`src/rtl/vst_pkg.sv`:
```
package vst_pkg;

    typedef enum logic [1:0] {
        PRV_U   = 2'd0,
        PRV_S   = 2'd1,
        PRV_RSV = 2'd2,
        PRV_M   = 2'd3
    } prv_e;

    typedef enum logic [1:0] {
        OP_READ  = 2'd0,
        OP_WRITE = 2'd1,
        OP_SET   = 2'd2,
        OP_CLEAR = 2'd3
    } op_e;

    typedef enum logic [3:0] {
        TGT_NONE,
        TGT_SCMP,
        TGT_GCMP,
        TGT_HPEND,
        TGT_HEN,
        TGT_HVPEND,
        TGT_HDELEG,
        TGT_SEN,
        TGT_SPEND,
        TGT_GEN,
        TGT_GPEND
    } tgt_e;

    localparam int ADDR_W = 12;

    localparam logic [ADDR_W-1:0] A_SEN    = 12'h104;
    localparam logic [ADDR_W-1:0] A_SPEND  = 12'h144;
    localparam logic [ADDR_W-1:0] A_SCMP   = 12'h14D;
    localparam logic [ADDR_W-1:0] A_GCMP   = 12'h24D;
    localparam logic [ADDR_W-1:0] A_HDELEG = 12'h603;
    localparam logic [ADDR_W-1:0] A_HEN    = 12'h604;
    localparam logic [ADDR_W-1:0] A_HPEND  = 12'h644;
    localparam logic [ADDR_W-1:0] A_HVPEND = 12'h645;

    localparam int GT_BIT = 6;
    localparam int ST_BIT = 5;

endpackage

```
`src/rtl/vst_csr_decode.sv`:
```
module vst_csr_decode
    import vst_pkg::*;
(
    input  logic [ADDR_W-1:0] addr_i,
    input  logic [1:0]        prv_i,
    input  logic              virt_i,
    output tgt_e              tgt_o,
    output logic              trap_o
);
    logic is_lower;
    logic guest_on;
    logic hyp_ok;
    tgt_e tgt_raw;
    logic trap_raw;

    always_comb begin
        is_lower = (prv_i == PRV_U) || (prv_i == PRV_RSV);
        guest_on = virt_i && (prv_i != PRV_M);
        hyp_ok   = !guest_on && !is_lower;
    end

    always_comb begin
        tgt_raw  = TGT_NONE;
        trap_raw = 1'b0;
        unique case (addr_i)
            A_SCMP: begin
                trap_raw = is_lower;
                tgt_raw  = guest_on ? TGT_GCMP : TGT_SCMP;
            end
            A_GCMP: begin
                trap_raw = !hyp_ok;
                tgt_raw  = TGT_GCMP;
            end
            A_HPEND: begin
                trap_raw = !hyp_ok;
                tgt_raw  = TGT_HPEND;
            end
            A_HEN: begin
                trap_raw = !hyp_ok;
                tgt_raw  = TGT_HEN;
            end
            A_HVPEND: begin
                trap_raw = !hyp_ok;
                tgt_raw  = TGT_HVPEND;
            end
            A_HDELEG: begin
                trap_raw = !hyp_ok;
                tgt_raw  = TGT_HDELEG;
            end
            A_SEN: begin
                trap_raw = is_lower;
                tgt_raw  = guest_on ? TGT_GEN : TGT_SEN;
            end
            A_SPEND: begin
                trap_raw = is_lower;
                tgt_raw  = guest_on ? TGT_GPEND : TGT_SPEND;
            end
            default: begin
                trap_raw = 1'b0;
                tgt_raw  = TGT_NONE;
            end
        endcase
    end

    always_comb begin
        trap_o = trap_raw;
        tgt_o  = trap_raw ? TGT_NONE : tgt_raw;
    end

endmodule

```
`src/rtl/vst_cmp_slot.sv`:
```
module vst_cmp_slot #(
    parameter int W          = 64,
    parameter bit USE_OFFSET = 1'b0
) (
    input  logic         clk,
    input  logic         rst_n,
    input  logic         wr_en_i,
    input  logic [W-1:0] wr_val_i,
    input  logic [W-1:0] time_i,
    input  logic [W-1:0] offset_i,
    output logic [W-1:0] value_o,
    output logic         fire_o
);
    localparam logic [W-1:0] RESET_VAL = {W{1'b1}};

    logic [W-1:0] cmp_q;
    logic [W-1:0] eff_time;

    always_ff @(posedge clk) begin
        if (!rst_n) begin
            cmp_q <= RESET_VAL;
        end else if (wr_en_i) begin
            cmp_q <= wr_val_i;
        end
    end

    generate
        if (USE_OFFSET) begin : g_offset
            always_comb eff_time = time_i + offset_i;
        end else begin : g_plain
            logic unused_off;
            always_comb begin
                eff_time   = time_i;
                unused_off = ^offset_i;
            end
        end
    endgenerate

    always_comb begin
        value_o = cmp_q;
        fire_o  = (eff_time >= cmp_q);
    end

endmodule

```
`src/rtl/vst_irq_route.sv`:
```
module vst_irq_route (
    input  logic g_tip_i,
    input  logic g_en_i,
    input  logic deleg_i,
    output logic irq_hs_o,
    output logic irq_vs_o
);
    logic armed;

    always_comb begin
        armed    = g_tip_i && g_en_i;
        irq_hs_o = armed && !deleg_i;
        irq_vs_o = armed && deleg_i;
    end

endmodule

```
`src/rtl/vst_timer_unit.sv`:
```
module vst_timer_unit
    import vst_pkg::*;
#(
    parameter int W = 64
) (
    input  logic              clk,
    input  logic              rst_n,
    input  logic [W-1:0]      time_now,
    input  logic [W-1:0]      guest_delta,
    input  logic [1:0]        priv_mode,
    input  logic              virt_on,
    input  logic              csr_req,
    input  logic [1:0]        csr_op,
    input  logic [ADDR_W-1:0] csr_addr,
    input  logic [W-1:0]      csr_wdata,
    output logic [W-1:0]      csr_rdata,
    output logic              csr_trap,
    output logic              s_tip,
    output logic              g_tip,
    output logic              g_irq_hs,
    output logic              g_irq_vs
);
    tgt_e         tgt;
    logic         trap_raw;
    logic [W-1:0] scmp_val;
    logic [W-1:0] gcmp_val;
    logic         s_fire;
    logic         g_fire;
    logic         sen_q;
    logic         hen_q;
    logic         hvpend_q;
    logic         deleg_q;
    logic [W-1:0] old_val;
    logic [W-1:0] new_val;
    logic         wr_go;
    op_e          op;

    vst_csr_decode u_dec (
        .addr_i (csr_addr),
        .prv_i  (priv_mode),
        .virt_i (virt_on),
        .tgt_o  (tgt),
        .trap_o (trap_raw)
    );

    always_comb begin
        op    = op_e'(csr_op);
        wr_go = csr_req && !trap_raw && (op != OP_READ);
    end

    vst_cmp_slot #(.W(W), .USE_OFFSET(1'b0)) u_scmp (
        .clk      (clk),
        .rst_n    (rst_n),
        .wr_en_i  (wr_go && (tgt == TGT_SCMP)),
        .wr_val_i (new_val),
        .time_i   (time_now),
        .offset_i ('0),
        .value_o  (scmp_val),
        .fire_o   (s_fire)
    );

    vst_cmp_slot #(.W(W), .USE_OFFSET(1'b1)) u_gcmp (
        .clk      (clk),
        .rst_n    (rst_n),
        .wr_en_i  (wr_go && (tgt == TGT_GCMP)),
        .wr_val_i (new_val),
        .time_i   (time_now),
        .offset_i (guest_delta),
        .value_o  (gcmp_val),
        .fire_o   (g_fire)
    );

    always_comb begin
        s_tip = s_fire;
        g_tip = g_fire || hvpend_q;
    end

    // Current value of the addressed register, as seen through the access path
    always_comb begin
        old_val = '0;
        unique case (tgt)
            TGT_SCMP:   old_val = scmp_val;
            TGT_GCMP:   old_val = gcmp_val;
            TGT_HPEND:  old_val[GT_BIT] = g_tip;
            TGT_HEN:    old_val[GT_BIT] = hen_q;
            TGT_HVPEND: old_val[GT_BIT] = hvpend_q;
            TGT_HDELEG: old_val[GT_BIT] = deleg_q;
            TGT_SEN:    old_val[ST_BIT] = sen_q;
            TGT_SPEND:  old_val[ST_BIT] = s_tip;
            TGT_GEN:    old_val[ST_BIT] = deleg_q && hen_q;
            TGT_GPEND:  old_val[ST_BIT] = deleg_q && g_tip;
            default:    old_val = '0;
        endcase
    end

    always_comb begin
        unique case (op)
            OP_WRITE: new_val = csr_wdata;
            OP_SET:   new_val = old_val | csr_wdata;
            OP_CLEAR: new_val = old_val & ~csr_wdata;
            default:  new_val = old_val;
        endcase
    end

    always_comb begin
        csr_trap  = csr_req && trap_raw;
        csr_rdata = (csr_req && !trap_raw) ? old_val : '0;
    end

    always_ff @(posedge clk) begin
        if (!rst_n) begin
            sen_q    <= 1'b0;
            hen_q    <= 1'b0;
            hvpend_q <= 1'b0;
            deleg_q  <= 1'b0;
        end else if (wr_go) begin
            unique case (tgt)
                TGT_SEN:    sen_q    <= new_val[ST_BIT];
                TGT_HEN:    hen_q    <= new_val[GT_BIT];
                TGT_HVPEND: hvpend_q <= new_val[GT_BIT];
                TGT_HDELEG: deleg_q  <= new_val[GT_BIT];
                TGT_GEN: begin
                    if (deleg_q) hen_q <= new_val[ST_BIT];
                end
                default: ;
            endcase
        end
    end

    vst_irq_route u_route (
        .g_tip_i  (g_tip),
        .g_en_i   (hen_q),
        .deleg_i  (deleg_q),
        .irq_hs_o (g_irq_hs),
        .irq_vs_o (g_irq_vs)
    );

endmodule

```
`config.mk`:
```
export PLATFORM = sky130hd
export DESIGN_NAME = vst_timer_unit
export DESIGN_NICKNAME = d
export VERILOG_FILES = /design/src/rtl/vst_pkg.sv /design/src/rtl/vst_csr_decode.sv /design/src/rtl/vst_cmp_slot.sv /design/src/rtl/vst_irq_route.sv /design/src/rtl/vst_timer_unit.sv
export SDC_FILE = /design/constraint.sdc
export NUM_CORES = 1
export LEC_CHECK = 0
export ABC_AREA = 1
export BUFFER_PORTS_ARGS = -buffer_cell sky130_fd_sc_hd__buf_2
export CAP_MARGIN = 20
export CELL_PAD_IN_SITES_DETAIL_PLACEMENT = 1
export CELL_PAD_IN_SITES_GLOBAL_PLACEMENT = 2
export CORE_ASPECT_RATIO = 1.1
export CORE_UTILIZATION = 34
export DETAILED_ROUTE_END_ITERATION = 6
export GPL_ROUTABILITY_DRIVEN = 0
export PLACE_DENSITY = 0.95
export SYNTH_ARGS = -nofsm -noshare
export SYNTH_HDL_FRONTEND = slang
export SYNTH_SLANG_ARGS = --single-unit
```
`constraint.sdc`:
```
create_clock -name clk -period 11.24 [get_ports clk]
set_input_delay 2.248 -clock clk [delete_from_list [all_inputs] [get_ports clk]]
set_output_delay 2.248 -clock clk [all_outputs]
set_load 0.005 [all_outputs]
```
==> metrics.csv, run 1 <==
metric,value,unit
outcome,"complete, no violations",
crit-path leading delay family,simple AND/OR/NAND/NOR gates,
path type of the worst setup path,in -> out,
sequential share of power,0.320,
synth-to-layout area growth,16.0,%
CP max-delay cell,a21boi_1,
cts repair resizes,0,
GRT overflow,0,
CP Buf/Inv Count,7,
Comb pwr share,0.312,
Overall Global Routing Usage,0.255,
sequential-to-total area share from yosys stat,0.177,
DRT Pass-1 Iters,5,
WP data arrival,6.94,ns
Sw Pwr,512,uW
Die Ht,222,um
Critical Path Most Common Cell,nand2_1,
Post-DP HPWL,45600,um
Switching Fraction,0.350,
port bufs,280,
die width,202,um
Setup WS pre-CTS,2.13,ns
"leading cell type in the layout, fill and taps excluded",nand2_1,
Seq cells post-synth,132,
Final Hold Fails,0,
Die ar.,44700,um^2
drt initial violations,678,
DRC,0,
root buf cell,clkbuf_16,
clock slew at reported path FFs,0.06,ns
Final setup viols,0,
final worst setup slack,2.05,ns
non-filler instance count after layout,3041,
Clock Latency Late Sink,0.46,ns
clock share of power,0.368,
final-stage net count,2858,
"slowest stage delay, CP",0.50,ns
Clock Path Buffers,2,
Post-synth EDFFs,0,
CTS tree,done,
core area,43300,um^2
Hold Path Class,reg -> reg,
Critical Path Source Type,input pin,
"Req. time, crit path",8.99,ns
initial antenna violation count,4,
Antenna Nets Post-Route,0,
vias,16100,
Post-Synthesis Cells,2223,
P_int,951,uW
Synth Net Count,2627,
min Tclk post-route,9.19,ns
H-tree depth,4,
mean area per synthesized cell,6.71,um^2
final worst path period share,0.818,
row count,80,
first-pass GRT wire length,90700,um
TritonCTS Buffers,17,
maximum VDD drop,0.000106,V
largest fanout on the critical path,4,
Ys Warns,0,
CTS Hold Bufs,0,
Synth cell types,55,
Post-Syn Area,14900,um^2
largest net degree at the start of global routing,68,
clk sink count,132,
fin. max-slew vios,0,
Synth Flop Type,dfxtp_1,
Total Wirelength,56700,um
setup_tns,0,ns
PwrDens,84.6,nW/um^2
WL per Instance,18.6,um
Placed Cells,3008,
"commonest non-fill, non-tap cells in the layout","nand2_1 (403), inv_1 (362), buf_2 (279), nor2_1 (212), ha_1 (191)",
worst rel slew slack,0.400,
Slew @ Worst Pin,0.901,ns
Post-CTS Setup Bufs,0,
Starting Density,0.344,
clk_skew,0.00979,ns
max cap viols,0,
leakage power,0.0102,uW
CP endpoint kind,primary output,
fmax,109,MHz
vias per inst,5.31,
unrepaired setup endpoints after global routing,no,
number of global-route vias before repair,17200,
fraction of registers with async set/reset,0,
IO Count,281,
ratio of cells with drive above 1 in the final layout,0.176,
-- final timing paths --
check	depth (start not counted)	to	slack, ns	start
setup / recovery	33	csr_rdata[5]	2.05	time_now[0]
hold / removal	2	u_scmp.value_o[25]	0.47	u_scmp.value_o[25]
setup reg to reg	14	u_scmp.value_o[5]	8.18	u_scmp.value_o[63]
hold reg to reg	2	u_scmp.value_o[25]	0.47	u_scmp.value_o[25]
-- through the flow --
step / util / hold slack, ns / total power [uW] / area, um^2
2_1_floorplan: - / 0.438 / 771 / 14900
3_3_place_gp: 0.386 / 0.449 / 918 / 16700
3_5_place_dp: 0.386 / 0.456 / 931 / 16700
4_1_cts: 0.399 / 0.473 / 1480 / 17300
5_1_grt: 0.399 / 0.484 / 1550 / 17300
6_report: 0.399 / 0.473 / 1460 / 17300
-- worst register-to-register path: stages (launching register included) --
cell	delay, ns
dfxtp_1	0.33
inv_1	0.06
ha_1	0.30
nand2_1	0.12
nor4_1	0.59
nand2_1	0.25
nor2_1	0.32
nand4_1	0.13
nand3_1	0.27
nand2_1	0.09
nand3_1	0.12
nand2_1	0.08
nand2_1	0.16
nand2_1	0.08
o211ai_1	0.09
-- cells by family after synthesis --
family,synth area share
DFF,0.177
and+or+nand+nor,0.218
adders and majority gates,0.162
AOI/OAI and AO/OA,0.287
xor gates and xnor gates,0.0358
buffers and inverters,0.121
-- routing by layer --
layer	vias to the layer above	global-route usage	wire length (um)
met5	-	0	27
met4	4	0.0838	1480
met3	83	0.0370	1830
met2	313	0.457	28200
met1	7745	0.309	25100
li1	7999	-	-
-- state kept, by name, indices dropped and copies added, names as in the netlist --
signal	flops
hvpend_q	1
deleg_q	1
hen_q	1
u_gcmp.value_o	64
sen_q	1
u_scmp.value_o	64
-- power by group through the flow --
stage	combinational (uW)	clock, uW	sequential [uW]
after global routing	510	573	468
after detailed placement	453	0	479
after floorplan	292	0	479
after CTS	456	552	468
final	457	539	468
after global placement	439	0	479
-- cells in the mapped netlist (11+ instances only) --
master    number  area (um^2)
dfxtp_1      132         2640
a31oi_1       43          269
nand4_1       18          113
ha_1         191         2390
nand2_2       13         81.3
o21ai_0      128          641
nor2_1       212          796
clkbuf_1      45          169
o22ai_2       59          738
o211ai_1     125          938
xnor2_1       20          175
xor2_1        41          359
nand3_1       68          340
a22oi_1       62          465
inv_1        362         1360
inv_2         12         45.0
nand2_1      403         1510
nor3_1        11         55.1
a21oi_1      152          761
buf_2         14         70.1
-- area by class of cell --
| class | instances | area (um^2) |
|---|---|---|
| clock inverter | 5 | 50.0 |
| sequential | 132 | 2640 |
| multi-input combinational | 1638 | 10500 |
| inverter | 375 | 1410 |
| clock buffer | 25 | 495 |
| tap | 574 | 718 |
| fill | 5734 | 26000 |
| antenna | 2 | 5.00 |
| timing repair buffer | 290 | 1490 |
(Power assumes the default switching activity.)
==> inputs of run 2 (changes only) <==
Settings changed: CORE_UTILIZATION 34 to 31, PLACE_DENSITY 0.95 to 0.88.
Clock period 11.24 ns to 8.5 ns, I/O delays scaled along.
==> run 2 against run 1 <==
Effect of this change: sequential share of layout area down 0.079 points; hold slack worse by 0.00083 ns; largest cell class unchanged; die area up 9.6%; power up 34%; routed wire length up 0.86%; highest routed layer unchanged; critical path depth up 2; via count down 0.67%; non-clock buffer count down 1; core utilization down 2.9 points; critical endpoint unchanged.
==> metrics.csv, run 2 (synthesis results as in run 1) <==
metric,value,unit,change
WP data arrival,6.27,ns,was 6.94 ns
min Tclk post-route,7.97,ns,
root buf cell,clkbuf_16,,unchanged
Critical Path Source Type,input pin,,unchanged
Final setup viols,0,,unchanged
drt initial violations,643,,was 678
worst rel slew slack,0.399,,was 0.400
GRT overflow,0,,unchanged
"commonest non-fill, non-tap cells in the layout","nand2_1 (403), inv_1 (361), buf_2 (279), nor2_1 (212), ha_1 (191)",,"was nand2_1 (403), inv_1 (362), buf_2 (279), nor2_1 (212), ha_1 (191)"
first-pass GRT wire length,90300,um,was 90700 um
clk_skew,0.00741,ns,was 0.00979 ns
Critical Path Most Common Cell,nand2_1,,unchanged
setup_tns,0,ns,unchanged
Antenna Nets Post-Route,0,,unchanged
WL per Instance,18.4,um,was 18.6 um
CP max-delay cell,fa_1,,was a21boi_1
fmax,125,MHz,
unrepaired setup endpoints after global routing,no,,unchanged
die width,211,um,was 202 um
TritonCTS Buffers,17,,unchanged
total power draw,1960,uW,was 1460 uW
CP endpoint kind,primary output,,unchanged
largest net degree at the start of global routing,71,,was 68
row count,83,,was 80
Clock Latency Late Sink,0.45,ns,was 0.46 ns
DRT Pass-1 Iters,5,,unchanged
Clock Path Buffers,2,,unchanged
DRC,0,,unchanged
vias,16000,,was 16100
H-tree depth,4,,unchanged
initial antenna violation count,7,,was 4
"slowest stage delay, CP",0.41,ns,was 0.50 ns
fin. max-slew vios,0,,unchanged
largest fanout on the critical path,5,,was 4
Post-DP HPWL,46900,um,was 45600 um
final worst path period share,0.937,,
PwrDens,113,nW/um^2,was 84.6 nW/um^2
Overall Global Routing Usage,0.235,,was 0.255
vias per inst,5.17,,was 5.31
"Req. time, crit path",6.80,ns,was 8.99 ns
# fillers,6140,,was 5734
Slew @ Worst Pin,0.902,ns,was 0.901 ns
Starting Density,0.317,,was 0.344
synth-to-layout area growth,16.6,%,was 16.0%
Hold Path Class,reg -> reg,,unchanged
Final Hold Fails,0,,unchanged
ratio of cells with drive above 1 in the final layout,0.176,,about the same
clk sink count,132,,unchanged
IO Count,281,,unchanged
Die Ht,232,um,was 222 um
leakage power,0.0102,uW,about the same
core area,47000,um^2,was 43300 um^2
Die ar.,49000,um^2,was 44700 um^2
"leading cell type in the layout, fill and taps excluded",nand2_1,,unchanged
port bufs,280,,unchanged
CTS Hold Bufs,0,,unchanged
CTS tree,done,,unchanged
path type of the worst setup path,in -> out,,unchanged
number of global-route vias before repair,17000,,was 17200
clock slew at reported path FFs,0.06,ns,about the same
max cap viols,0,,unchanged
maximum VDD drop,0.000105,V,was 0.000106 V
Total Wirelength,57100,um,was 56700 um
final-stage net count,2857,,was 2858
outcome,"complete, no violations",,unchanged
-- run 2: cell count changes in the layout (fill, tap and decap cells not counted) --
cell,previous run,this run
a21boi_2,0,1
clkinv_1,1,2
clkbuf_1,4,6
a21boi_1,1,0
bufinv_16,1,2
inv_1,362,361
buf_12,1,0
clkinv_2,4,2
-- run 2: final timing paths --
kind	from	cells past startpoint	slack (ns)	end
worst max-delay path	time_now[0]	35	0.53	csr_rdata[5]
worst min-delay path	u_gcmp.value_o[24]	2	0.47	u_gcmp.value_o[24]
worst max register to register	u_scmp.value_o[63]	14	5.46	u_gcmp.value_o[5]
worst min register to register	u_gcmp.value_o[24]	2	0.47	u_gcmp.value_o[24]
-- run 2: where the power goes --
part	switching, uW	internal [uW]	leakage, uW
clock	282	460	0.000281
combinational	389	212	0.00881
sequential	0.199	619	0.00107
-- run 2: per-layer routing --
layer  global-route usage  vias to the layer above  part of all wire
met5                    0                        -            0.0011
met1                0.284                     7627              0.45
met4               0.0847                       10             0.027
met2                0.420                      313              0.49
li1                     -                     8004                 -
met3               0.0326                       82             0.035
-- run 2: worst max-delay path, delay by kind of cell --
kind | cells | cell delay, ns
AND/OR/NAND/NOR | 18 | 2.02
buffers and inverters | 8 | 0.66
AO/OA/AOI/OAI | 6 | 1.08
adder cells (fa/ha/maj) | 3 | 0.83
-- run 2: timing repair --
item,CTS,global route
setup buffers,0,0
endpoints found under the setup margin,0,3
gates resized for setup,0,1
endpoints found under the hold margin,0,0
-- run 2: cell type report --
type	count	area (um^2)	share of cell area
diodes	2	5.00	0.000288
clock inverters	4	70.1	0.00403
flip-flops and latches	132	2640	0.152
well taps	637	797	0.0458
multi-input cells	1638	10500	0.603
inverters	375	1410	0.0810
repair buffers	289	1470	0.0846
clock buffers	27	503	0.0289
-- run 2: metrics by stage --
| step | utilization | instances | cell area (um^2) | hold WS [ns] | setup WS (ns) |
|---|---|---|---|---|---|
| 3_3_place_gp | 0.357 | 3071 | 16800 | 0.450 | 0.589 |
| 4_1_cts | 0.369 | 3102 | 17400 | 0.477 | 0.448 |
| 6_report | 0.370 | 3104 | 17400 | 0.472 | 0.532 |
| 5_1_grt | 0.370 | 3104 | 17400 | 0.494 | 0.0443 |
| 3_5_place_dp | 0.357 | 3071 | 16800 | 0.457 | 0.467 |
| 2_1_floorplan | - | 2223 | 14900 | 0.438 | 1.78 |
==> inputs of run 3 (changes only) <==
Settings changed: PLACE_DENSITY 0.88 to default, PLACE_DENSITY_LB_ADDON from default to 0.1.
==> run 3 against run 2 <==
Effect of this change: clock-buffer cell count fell by 7; worst setup slack got worse by 0.0073 ns; hold slack got worse by 0.0023 ns; critical endpoint unchanged.
==> metrics.csv, run 3 (synthesis results as in run 1) <==
metric,value,unit,change
fin. max-slew vios,0,,unchanged
Post-CTS Setup Bufs,0,,unchanged
H-tree depth,4,,unchanged
cts repair resizes,0,,unchanged
Critical Path Source Type,input pin,,unchanged
outcome,"complete, no violations",,unchanged
port bufs,280,,unchanged
core area,47000,um^2,unchanged
Antenna Nets Post-Route,0,,unchanged
# fillers,6073,,was 6140
worst rel slew slack,0.396,,was 0.399
clock slew at reported path FFs,0.06,ns,about the same
clk_skew,0.0132,ns,was 0.00741 ns
Die ar.,49000,um^2,unchanged
"slowest stage delay, CP",0.37,ns,was 0.41 ns
CP max-delay cell,a21boi_0,,was fa_1
synth-to-layout area growth,17.1,%,was 16.6%
initial antenna violation count,9,,was 7
WP data arrival,6.28,ns,was 6.27 ns
min Tclk post-route,7.98,ns,was 7.97 ns
final hold slack,0.470,ns,was 0.472 ns
Hold Path Class,reg -> reg,,unchanged
final worst path period share,0.938,,was 0.937
Final Hold Fails,0,,unchanged
TritonCTS Buffers,17,,unchanged
"Req. time, crit path",6.80,ns,about the same
cell area after layout,17500,um^2,was 17400 um^2
Overall Global Routing Usage,0.242,,was 0.235
CTS tree,done,,unchanged
IO Count,281,,unchanged
DRC,0,,unchanged
row count,83,,unchanged
WL per Instance,18.8,um,was 18.4 um
fmax,125,MHz,about the same
CTS Hold Bufs,0,,unchanged
Clock Latency Late Sink,0.46,ns,was 0.45 ns
post-layout util,0.371,,was 0.370
vias per inst,5.12,,was 5.17
root buf cell,clkbuf_16,,unchanged
number of global-route vias before repair,16600,,was 17000
"leading cell type in the layout, fill and taps excluded",nand2_1,,unchanged
Post-DP HPWL,47800,um,was 46900 um
die width,211,um,unchanged
Clock Path Buffers,2,,unchanged
leakage power,0.0102,uW,about the same
largest net degree at the start of global routing,75,,was 71
Starting Density,0.317,,unchanged
total power draw,2040,uW,was 1960 uW
Slew @ Worst Pin,0.906,ns,was 0.902 ns
Total Wirelength,58500,um,was 57100 um
ratio of cells with drive above 1 in the final layout,0.178,,was 0.176
DRT Pass-1 Iters,5,,unchanged
PwrDens,117,nW/um^2,was 113 nW/um^2
"commonest non-fill, non-tap cells in the layout","nand2_1 (403), inv_1 (361), buf_2 (279), nor2_1 (212), ha_1 (191)",,unchanged
area of placed instances,16800,um^2,about the same
Die Ht,232,um,unchanged
unrepaired setup endpoints after global routing,no,,unchanged
first-pass GRT wire length,91600,um,was 90300 um
GRT overflow,0,,unchanged
CP endpoint kind,primary output,,unchanged
path type of the worst setup path,in -> out,,unchanged
vias,15900,,was 16000
maximum VDD drop,0.000127,V,was 0.000105 V
clk sink count,132,,unchanged
setup_tns,0,ns,unchanged
Critical Path Most Common Cell,nand2_1,,unchanged
max cap viols,0,,unchanged
drt initial violations,729,,was 643
final-stage net count,2859,,was 2857
Final setup viols,0,,unchanged
largest fanout on the critical path,5,,unchanged
[run 3: metal layers]
layer,track usage,up-vias,part of all wire
met5,0,-,0.00091
met1,0.286,7591,0.44
met4,0.0752,8,0.023
met3,0.0410,75,0.033
met2,0.441,236,0.51
li1,-,8016,-
[run 3: final timing paths]
check                                   startpoint                  to  slack [ns]  depth (start not counted)
worst max-delay path                   time_now[0]        csr_rdata[5]        0.52                         35
worst min-delay path            u_scmp.value_o[25]  u_scmp.value_o[25]        0.47                          2
worst max register to register  u_scmp.value_o[63]   u_scmp.value_o[5]        5.36                         14
worst min register to register  u_scmp.value_o[25]  u_scmp.value_o[25]        0.47                          2
[run 3: final cells by class]
class                      count  area (um^2)  area share
inverter                     375         1410      0.0807
clock buffer                  20          447      0.0256
tap                          637          797      0.0457
clock inverter                12          178      0.0102
sequential                   132         2640       0.151
multi-input combinational   1638        10500       0.601
antenna                        5         12.5    0.000717
timing repair buffer         291         1490      0.0851
[run 3: through the flow]
stage          std cells  setup WS (ns)
5_1_grt             3106         0.0158
3_3_place_gp        3073          0.688
3_5_place_dp        3073          0.522
6_report            3110          0.524
4_1_cts             3105          0.520
2_1_floorplan       2223           1.78
[run 3: critical path: cells and delay by family]
kind | cells | cell delay (ns)
AO/OA/AOI/OAI | 6 | 1.35
adder cells (fa/ha/maj) | 3 | 0.66
buffers and inverters | 9 | 0.77
AND/OR/NAND/NOR | 17 | 1.75
[run 3: report_power, final]
group | switching [uW] | leakage [uW] | internal, uW | total [uW]
Sequential | 0.196 | 0.00107 | 619 | 619
Clock | 313 | 0.000293 | 498 | 811
Combinational | 395 | 0.00881 | 213 | 608
